File: src/rtl/bl_pwm_pkg.sv
package bl_pwm_pkg;
  parameter int unsigned DATA_W = 8;
  parameter int unsigned ADDR_W = 2;
  parameter int unsigned DIV_W  = 7;
  parameter int unsigned CNT_W  = 8;

  localparam logic [ADDR_W-1:0] ADDR_DIV  = 2'd0;
  localparam logic [ADDR_W-1:0] ADDR_DUTY = 2'd1;
  localparam logic [ADDR_W-1:0] ADDR_BL   = 2'd2;

  typedef struct packed {
    logic             out_en;
    logic [DIV_W-1:0] div_m1;
  } div_reg_t;
endpackage

File: src/rtl/bl_pwm_regs.sv
module bl_pwm_regs
  import bl_pwm_pkg::*;
(
  input  logic              clk_i,
  input  logic              rst_ni,
  input  logic              wr_en_i,
  input  logic [ADDR_W-1:0] addr_i,
  input  logic [DATA_W-1:0] wdata_i,
  output logic [DATA_W-1:0] rdata_o,
  output div_reg_t          div_reg_o,
  output logic [CNT_W-1:0]  duty_o,
  output logic              bl_en_o
);
  div_reg_t           div_q;
  logic [CNT_W-1:0]   duty_q;
  logic               bl_q;

  always_ff @(posedge clk_i or negedge rst_ni) begin
    if (!rst_ni) begin
      div_q  <= '0;
      duty_q <= '0;
      bl_q   <= 1'b0;
    end else if (wr_en_i) begin
      case (addr_i)
        ADDR_DIV:  div_q  <= div_reg_t'(wdata_i[DIV_W:0]);
        ADDR_DUTY: duty_q <= wdata_i[CNT_W-1:0];
        ADDR_BL:   bl_q   <= wdata_i[0];
        default: ;
      endcase
    end
  end

  always_comb begin
    rdata_o = '0;
    case (addr_i)
      ADDR_DIV:  rdata_o = DATA_W'(div_q);
      ADDR_DUTY: rdata_o = DATA_W'(duty_q);
      ADDR_BL:   rdata_o = DATA_W'(bl_q);
      default:   rdata_o = '0;
    endcase
  end

  assign div_reg_o = div_q;
  assign duty_o    = duty_q;
  assign bl_en_o   = bl_q;


  wr_div_chk: assert property (@(posedge clk_i) disable iff (!rst_ni)
    (wr_en_i && addr_i == ADDR_DIV) |=> (div_reg_o == div_reg_t'($past(wdata_i[DIV_W:0]))));

  bl_hold_chk: assert property (@(posedge clk_i) disable iff (!rst_ni)
    !(wr_en_i && addr_i == ADDR_BL) |=> $stable(bl_en_o));
endmodule

File: src/rtl/bl_pwm_prescaler.sv
module bl_pwm_prescaler
  import bl_pwm_pkg::*;
(
  input  logic             clk_i,
  input  logic             rst_ni,
  input  logic             en_i,
  input  logic [DIV_W-1:0] div_m1_i,
  output logic             tick_o
);
  logic [DIV_W-1:0] pre_q;

  // >= tolerates a field shrink while running
  assign tick_o = en_i && (pre_q >= div_m1_i);

  always_ff @(posedge clk_i or negedge rst_ni) begin
    if (!rst_ni)      pre_q <= '0;
    else if (!en_i)   pre_q <= '0;
    else if (tick_o)  pre_q <= '0;
    else              pre_q <= pre_q + 1'b1;
  end


  pre_step_chk: assert property (@(posedge clk_i) disable iff (!rst_ni)
    (en_i && !tick_o) |=> (pre_q == $past(pre_q) + 1'b1));

  pre_idle_chk: assert property (@(posedge clk_i) disable iff (!rst_ni)
    !en_i |-> !tick_o);
endmodule

File: src/rtl/bl_pwm_core.sv
module bl_pwm_core
  import bl_pwm_pkg::*;
(
  input  logic             clk_i,
  input  logic             rst_ni,
  input  logic             en_i,
  input  logic             tick_i,
  input  logic [CNT_W-1:0] duty_i,
  output logic             pwm_raw_o
);
  localparam logic [CNT_W-1:0] CNT_MAX = {CNT_W{1'b1}};

  logic [CNT_W-1:0] cnt_q;
  logic [CNT_W-1:0] lvl_q;
  logic             wrap;

  assign wrap = tick_i && (cnt_q == CNT_MAX);

  always_ff @(posedge clk_i or negedge rst_ni) begin
    if (!rst_ni) begin
      cnt_q <= '0;
      lvl_q <= '0;
    end else if (!en_i) begin
      cnt_q <= '0;
      lvl_q <= duty_i;
    end else begin
      if (tick_i) cnt_q <= cnt_q + 1'b1;
      if (wrap)   lvl_q <= duty_i;
    end
  end

  // full scale is solid high
  assign pwm_raw_o = en_i && ((lvl_q == CNT_MAX) || (cnt_q < lvl_q));


  lvl_hold_chk: assert property (@(posedge clk_i) disable iff (!rst_ni)
    (en_i && !wrap) |=> $stable(lvl_q));

  cnt_step_chk: assert property (@(posedge clk_i) disable iff (!rst_ni)
    (en_i && tick_i) |=> (cnt_q == $past(cnt_q) + 1'b1));

  full_high_chk: assert property (@(posedge clk_i) disable iff (!rst_ni)
    (en_i && lvl_q == CNT_MAX) |-> pwm_raw_o);
endmodule

File: src/rtl/bl_pwm_top.sv
module bl_pwm_top
  import bl_pwm_pkg::*;
(
  input  logic              clk_i,
  input  logic              rst_ni,
  input  logic              wr_en_i,
  input  logic [ADDR_W-1:0] addr_i,
  input  logic [DATA_W-1:0] wdata_i,
  output logic [DATA_W-1:0] rdata_o,
  output logic              pwm_o
);
  div_reg_t         div_reg;
  logic [CNT_W-1:0] duty;
  logic             bl_en;
  logic             tick;
  logic             pwm_raw;

  bl_pwm_regs u_regs (
    .clk_i, .rst_ni, .wr_en_i, .addr_i, .wdata_i, .rdata_o,
    .div_reg_o (div_reg),
    .duty_o    (duty),
    .bl_en_o   (bl_en)
  );

  bl_pwm_prescaler u_pre (
    .clk_i, .rst_ni,
    .en_i     (div_reg.out_en),
    .div_m1_i (div_reg.div_m1),
    .tick_o   (tick)
  );

  bl_pwm_core u_core (
    .clk_i, .rst_ni,
    .en_i      (div_reg.out_en),
    .tick_i    (tick),
    .duty_i    (duty),
    .pwm_raw_o (pwm_raw)
  );

  assign pwm_o = pwm_raw && bl_en;


  bl_gate_chk: assert property (@(posedge clk_i) disable iff (!rst_ni)
    !bl_en |-> !pwm_o);

  oe_gate_chk: assert property (@(posedge clk_i) disable iff (!rst_ni)
    !div_reg.out_en |-> !pwm_o);
endmodule

File: config.mk
export PLATFORM = sky130hd
export DESIGN_NAME = bl_pwm_top
export DESIGN_NICKNAME = d
export VERILOG_FILES = /design/src/rtl/bl_pwm_pkg.sv /design/src/rtl/bl_pwm_regs.sv /design/src/rtl/bl_pwm_prescaler.sv /design/src/rtl/bl_pwm_core.sv /design/src/rtl/bl_pwm_top.sv
export SDC_FILE = /design/constraint.sdc
export NUM_CORES = 1
export LEC_CHECK = 0
export BUFFER_PORTS_ARGS = -buffer_cell sky130_fd_sc_hd__buf_2
export CAP_MARGIN = 5
export CELL_PAD_IN_SITES_DETAIL_PLACEMENT = 0
export CELL_PAD_IN_SITES_GLOBAL_PLACEMENT = 1
export CORE_AREA = 2 2 76 78
export DETAILED_ROUTE_END_ITERATION = 12
export DIE_AREA = 0 0 78 80
export PLACE_DENSITY_LB_ADDON = 0.1
export SYNTH_ARGS = -nofsm -noshare
export SYNTH_HDL_FRONTEND = slang
export SYNTH_SLANG_ARGS = --single-unit
File: constraint.sdc
create_clock -name clk_i -period 2.8 [get_ports clk_i]
set_input_delay 0.28 -clock clk_i [delete_from_list [all_inputs] [get_ports clk_i]]
set_output_delay 0.28 -clock clk_i [all_outputs]
set_load 0.02 [all_outputs]
# Word level (Yosys, flattened, before mapping)
# Cells that the tools add are included.
dict set report totals {
  reg_bits 40
  latch_bits 0
  ram_bits 0
  romBits 0
  in_bits 13
  output_inout_bits 9
  elab_cells 33
  memories 0
}
dict set report op_classes {
  addsub 2
  mul 0
  div 0
  magnitude_cmp 2
  n_eq_ne 6
  shift 0
  mux 7
  n_bitwise 0
  reduce_logical 9
}
# operator n
set ops {}
lappend ops {{two-way mux 8 bit} 4}
lappend ops {{one-hot mux 8 bit (3 select lines)} 1}
lappend ops {{== test 8 bit (second input constant)} 2}
lappend ops {{two-way mux 7 bit} 2}
lappend ops {{adder 8 x 1 -> 8 bit (second input constant)} 1}
lappend ops {{< comparator 8 bit} 1}
lappend ops {{adder 7 x 1 -> 7 bit (second input constant)} 1}
lappend ops {{>= comparator 7 bit} 1}
lappend ops {{AND reduction 2 bit} 3}
lappend ops {{logical AND 1 bit} 4}
lappend ops {{!= test 2 x 1 -> 1 bit (second input constant)} 2}
lappend ops {{== test 2 x 1 -> 1 bit (second input constant)} 1}
lappend ops {{== test 2 bit (second input constant)} 1}
lappend ops {{zero test 2 bit} 1}
lappend ops {{logical OR 1 bit} 1}

# Logic depth before layout (Yosys ltp)
dict set report depth {
  depth_word 5
  depth_mapped 8
  ltp_nobuf 7
}

# Cells and area by module
# Synthesis repeated with hierarchy kept, for this count alone.
dict set report unflattened {
  hier_cells 189
  area_unflattened_um2 2183.3
}
# mod instances cells_per_inst area_each_um2 seq_area_each_um2
set modules_own_cells {}
lappend modules_own_cells {bl_pwm_core 1 83 909.6 400.4}
lappend modules_own_cells {bl_pwm_regs 1 56 785.8 425.4}
lappend modules_own_cells {bl_pwm_prescaler 1 49 481.7 175.2}
lappend modules_own_cells {bl_pwm_top 1 1 6.3 0.0}

# Least setup slack after synthesis
# No wires, ideal clock.
dict set report synth_timing {
  path_kind {reg2reg}
  start {register u_pre.pre_q[4]}
  end {register u_core.lvl_q[0]}
  setup_time_ps 125
  arrival_time_ps 2064
  setup_slack_ps 612
  path_stages_with_launch 6
  path_buffers 0
  synth_period_minus_slack_ps 2188
  cell_sequence {dfrtp_1 > ha_1 > nand4_1 > o311a_4 > o41ai_4 > mux2_2}
}
dict set report synth_via {
  elab_chain_cells 4
}
# element line_no
set synth_lines {}
lappend synth_lines {{start: declaration} bl_pwm_prescaler.sv:10} ;# logic [DIV_W-1:0] pre_q;
lappend synth_lines {{start signal: assignment} bl_pwm_prescaler.sv:19} ;# else pre_q <= pre_q + 1'b1;
lappend synth_lines {{>= comparator 7 bit} bl_pwm_prescaler.sv:13} ;# assign tick_o = en_i && (pre_q >= div_m1_i);
lappend synth_lines {{logical AND 1 bit} bl_pwm_prescaler.sv:13}
lappend synth_lines {{logical AND 1 bit} bl_pwm_core.sv:17} ;# assign wrap = tick_i && (cnt_q == CNT_MAX);
lappend synth_lines {{!= test 2 x 1 -> 1 bit (no line)} -}
lappend synth_lines {{end signal: assignment} bl_pwm_core.sv:25} ;# lvl_q <= duty_i;
lappend synth_lines {{end signal: assignment} bl_pwm_core.sv:28} ;# if (wrap) lvl_q <= duty_i;
lappend synth_lines {{end: declaration} bl_pwm_core.sv:14} ;# logic [CNT_W-1:0] lvl_q;
# Every way passes these cells.
# A chain may end at the register's enable or synchronous reset.

# Final worst setup path
dict set report layout_timing {
  start {register u_regs.div_q (netlist bit u_regs.div_reg_o[5])}
  end {register u_core.lvl_q[4]}
}
dict set report layout_via {
  elab_chain_cells 4
}
# element line_no
set layout_lines {}
lappend layout_lines {{start: declaration} bl_pwm_regs.sv:14} ;# div_reg_t div_q;
lappend layout_lines {{start signal: assignment} bl_pwm_regs.sv:25} ;# ADDR_DIV: div_q <= div_reg_t'(wdata_i[DIV_W:0]);
lappend layout_lines {{>= comparator 7 bit} bl_pwm_prescaler.sv:13}
lappend layout_lines {{logical AND 1 bit} bl_pwm_prescaler.sv:13}
lappend layout_lines {{logical AND 1 bit} bl_pwm_core.sv:17}
lappend layout_lines {{!= test 2 x 1 -> 1 bit (no line)} -}
# Every way passes these cells.

==> flow_summary.toml <==
[status]
outcome = "finished, final reports clean"

[yosys]
yosysTopAreaCellShare = 0.471
avgSynthCellArea_um2 = 10.7
yosysUniqueCellTypes = 30
synthTopCellsByArea = "dfrtp_1, mux2_2, ha_1"
seq_area_frac_synth = 0.471
yosysWarnings = 0
synth_area_leader_cell = "dfrtp_1"
syn-num-nets = 228
synth_cells = 199
synth.cell_area_um2 = 2130
synth_seq_cells = 40

[die]
ios = 22
coreArea_um2 = 5410
initial_core_util = 0.394
fp.dieW_um = 78
die_h_um = 80
die_area_um2 = 6240
row_count = 27

[layout]
diodes = 0
nets = 253
regArea_um2 = 1000
utilization = 0.446
fillCellCount = 538
multi_input_area_um2 = 1050
area_delta_synth_final_pct = 13.4
drive_above_1_share = 0.219

[timing]
drv_slew = 0
slew_headroom = 0.398
finClkSkew_ps = 6.57
worst_pin_slew_ps = 903
setup_violations = 0
fin_crit_sh = 0.879
hold_viol = 0
max_freq_mhz = 406
fin_crit_ps = 2460
tns_ps = 0
rsz0062_at_grt = "no"

[flow_run]
maxCapViolations = 0

[drt]
drcViolationCount = 0
viasPerCell = 5.18
routedWlPerCell_um = 15.3
routed_wl_mm = 4.52
drtIter0Drc = 28
drt_first_pass_iters = 4
num_vias = 1532
ant_nets = 0

[global_route]
grt_pass1_vias = 1600
gr-usage-met2 = 0.284
grt_pass1_wl_mm = 7.73
top_usage_layer = "met2"
grt.total_usage = 0.164
grt_overflow = 0
gr-usage-met3 = 0.0362
antenna_found_initial = 0
use_met1 = 0.201
grt_max_degree = 41

[power_and_ir_drop]
power.density_nw_per_um2 = 620
p_int_mw = 1.05
leakagePower_nw = 1.15
seqPwrFrac = 0.505
combPwrFrac = 0.224
p_sw_uw = 449
peakVddDrop_mv = 0.269
p_clk_frac = 0.271
swShare = 0.300

[placement]
place_congestion = 0.778
portBuffers = 21
dp_hpwl_mm = 3.44

[setup_path]
worst_setup_path_start_kind = "register"
r2r_start = "u_regs.div_reg_o[5]$_DFFE_PN0P_"
ff2ff_setup_slack_ps = 340
critPathKind = "register to register"
end_kind = "register"
critPathRequiredTime_ps = 2970
r2r-end = "u_core.lvl_q[4]$_DFFE_PN0P_"
crit_arrival_ps = 2630
crit_start = "u_regs.div_reg_o[5]$_DFFE_PN0P_"
worst-path-max-fanout = 17
setup.worst_path.end = "u_core.lvl_q[4]$_DFFE_PN0P_"
worstRegToRegCells = 6

[cts]
cts_setup_buffers = 0
cts_buffers = 5
cts_tree = "yes"
cts_max_level = 2
cts_resized = 0
cts-root-buf = "clkbuf_8"
cts.sinks = 40
ctsHoldBuffers = 0
clockBufferDepth = 2
clk_pin_slew_ps = 80
clk-insertion-delay-late_ps = 290

[hold_path]
hp-class = "primary input to asynchronous set/reset pin"
registers in the layout, indices dropped and copies added (netlist names):
| signal | flops |
|---|---|
| u_pre.pre_q | 7 |
| u_regs.duty_o | 8 |
| u_core.cnt_q | 8 |
| u_regs.div_reg_o | 8 |
| u_core.lvl_q | 8 |
| u_regs.bl_en_o | 1 |
worst max-delay path, stage by stage (launching register included):
cell and delay (ps):
dfrtp_1 360, inv_1 80, ha_1 310, nand4_1 120, o311a_4 480, o41ai_4 590
mux2_2 400
cells in the final DEF (no fill, tap or decap), drive strengths merged:
master	Yosys	routed
a211o	2	2
a211oi	2	2
a21o	1	1
a21oi	8	8
and3	3	3
buf	0	22
clkbuf	4	7
clkinv	1	1
dfrtp	40	40
ha	16	16
inv	16	16
mux2	18	18
mux2i	9	9
nand2	13	13
nand2b	2	2
nand3	8	8
nand3b	1	1
nand4	3	3
nor2	17	17
nor2b	1	1
nor3b	1	1
o211ai	2	2
o21a	1	1
o21ai	13	13
o311a	1	1
o31ai	2	2
o41ai	1	1
or3	5	5
or4	2	2
xnor2	3	3
xor2	3	3
cells in the mapped netlist, drive strengths merged:
cell,n
dfrtp,40
mux2,18
nor2,17
ha,16
inv,16
nand2,13
o21ai,13
mux2i,9
a21oi,8
nand3,8
or3,5
clkbuf,4
and3,3
nand4,3
xnor2,3
xor2,3
a211o,2
a211oi,2
nand2b,2
o211ai,2
o31ai,2
or4,2
a21o,1
clkinv,1
nand3b,1
nor2b,1
nor3b,1
o21a,1
o311a,1
o41ai,1
per-layer routing:
layer | wire length, um | vias up
met5 | 0 | -
met4 | 63 | 0
met3 | 125 | 6
met2 | 2280 | 23
met1 | 2050 | 755
li1 | - | 748
cell families (layout without fill, tap and decap cells):
group | count (synthesis) | in the layout | share of synthesized area
XOR/XNOR | 6 | 6 | 0.0247
AND/OR/NAND/NOR | 56 | 56 | 0.127
multiplexers | 27 | 27 | 0.138
buffers and inverters | 21 | 46 | 0.0371
AO/OA/AOI/OAI | 33 | 33 | 0.109
flip-flops | 40 | 40 | 0.471
adder cells (fa/ha/maj) | 16 | 16 | 0.0941
how the worst min path moves through the flow:
stage,cells past startpoint,startpoint,endpoint,slack [ps]
after floorplan,0,rst_ni,u_core.cnt_q[0]$_DFFE_PN0P_,-20
final,1,rst_ni,u_regs.duty_o[4]$_DFFE_PN0P_,120
after global placement,1,rst_ni,u_regs.duty_o[3]$_DFFE_PN0P_,450
after detailed placement,1,rst_ni,u_regs.duty_o[4]$_DFFE_PN0P_,460
after CTS,1,rst_ni,u_regs.duty_o[2]$_DFFE_PN0P_,150
after global routing,1,rst_ni,u_regs.duty_o[2]$_DFFE_PN0P_,170
per-stage QoR:
stage	cell area, um^2	cells	total power [mW]	setup slack [ps]	hold WS (ps)
floorplan	2130	199	0.984	612	-15.6
global placement	2310	289	1.09	428	448
detailed placement	2310	289	1.11	381	462
CTS	2410	296	1.52	326	146
global route	2410	296	1.60	163	170
finish	2410	296	1.50	338	119
final cells by class:
type                       count  area share
multi-input combinational    138       0.434
sequential                    40       0.415
timing repair buffer          22      0.0467
clock buffer                   7      0.0400
tap                           72      0.0374
inverter                      17      0.0265
power groups by stage:
stage	Sequential, mW	Combinational [mW]	Clock [mW]
after CTS	0.755	0.343	0.421
after floorplan	0.730	0.254	0
after global placement	0.762	0.330	0
final	0.755	0.335	0.406
after global routing	0.770	0.377	0.454
after detailed placement	0.766	0.339	0
No activity file was read; power rests on OpenSTA's default activity.
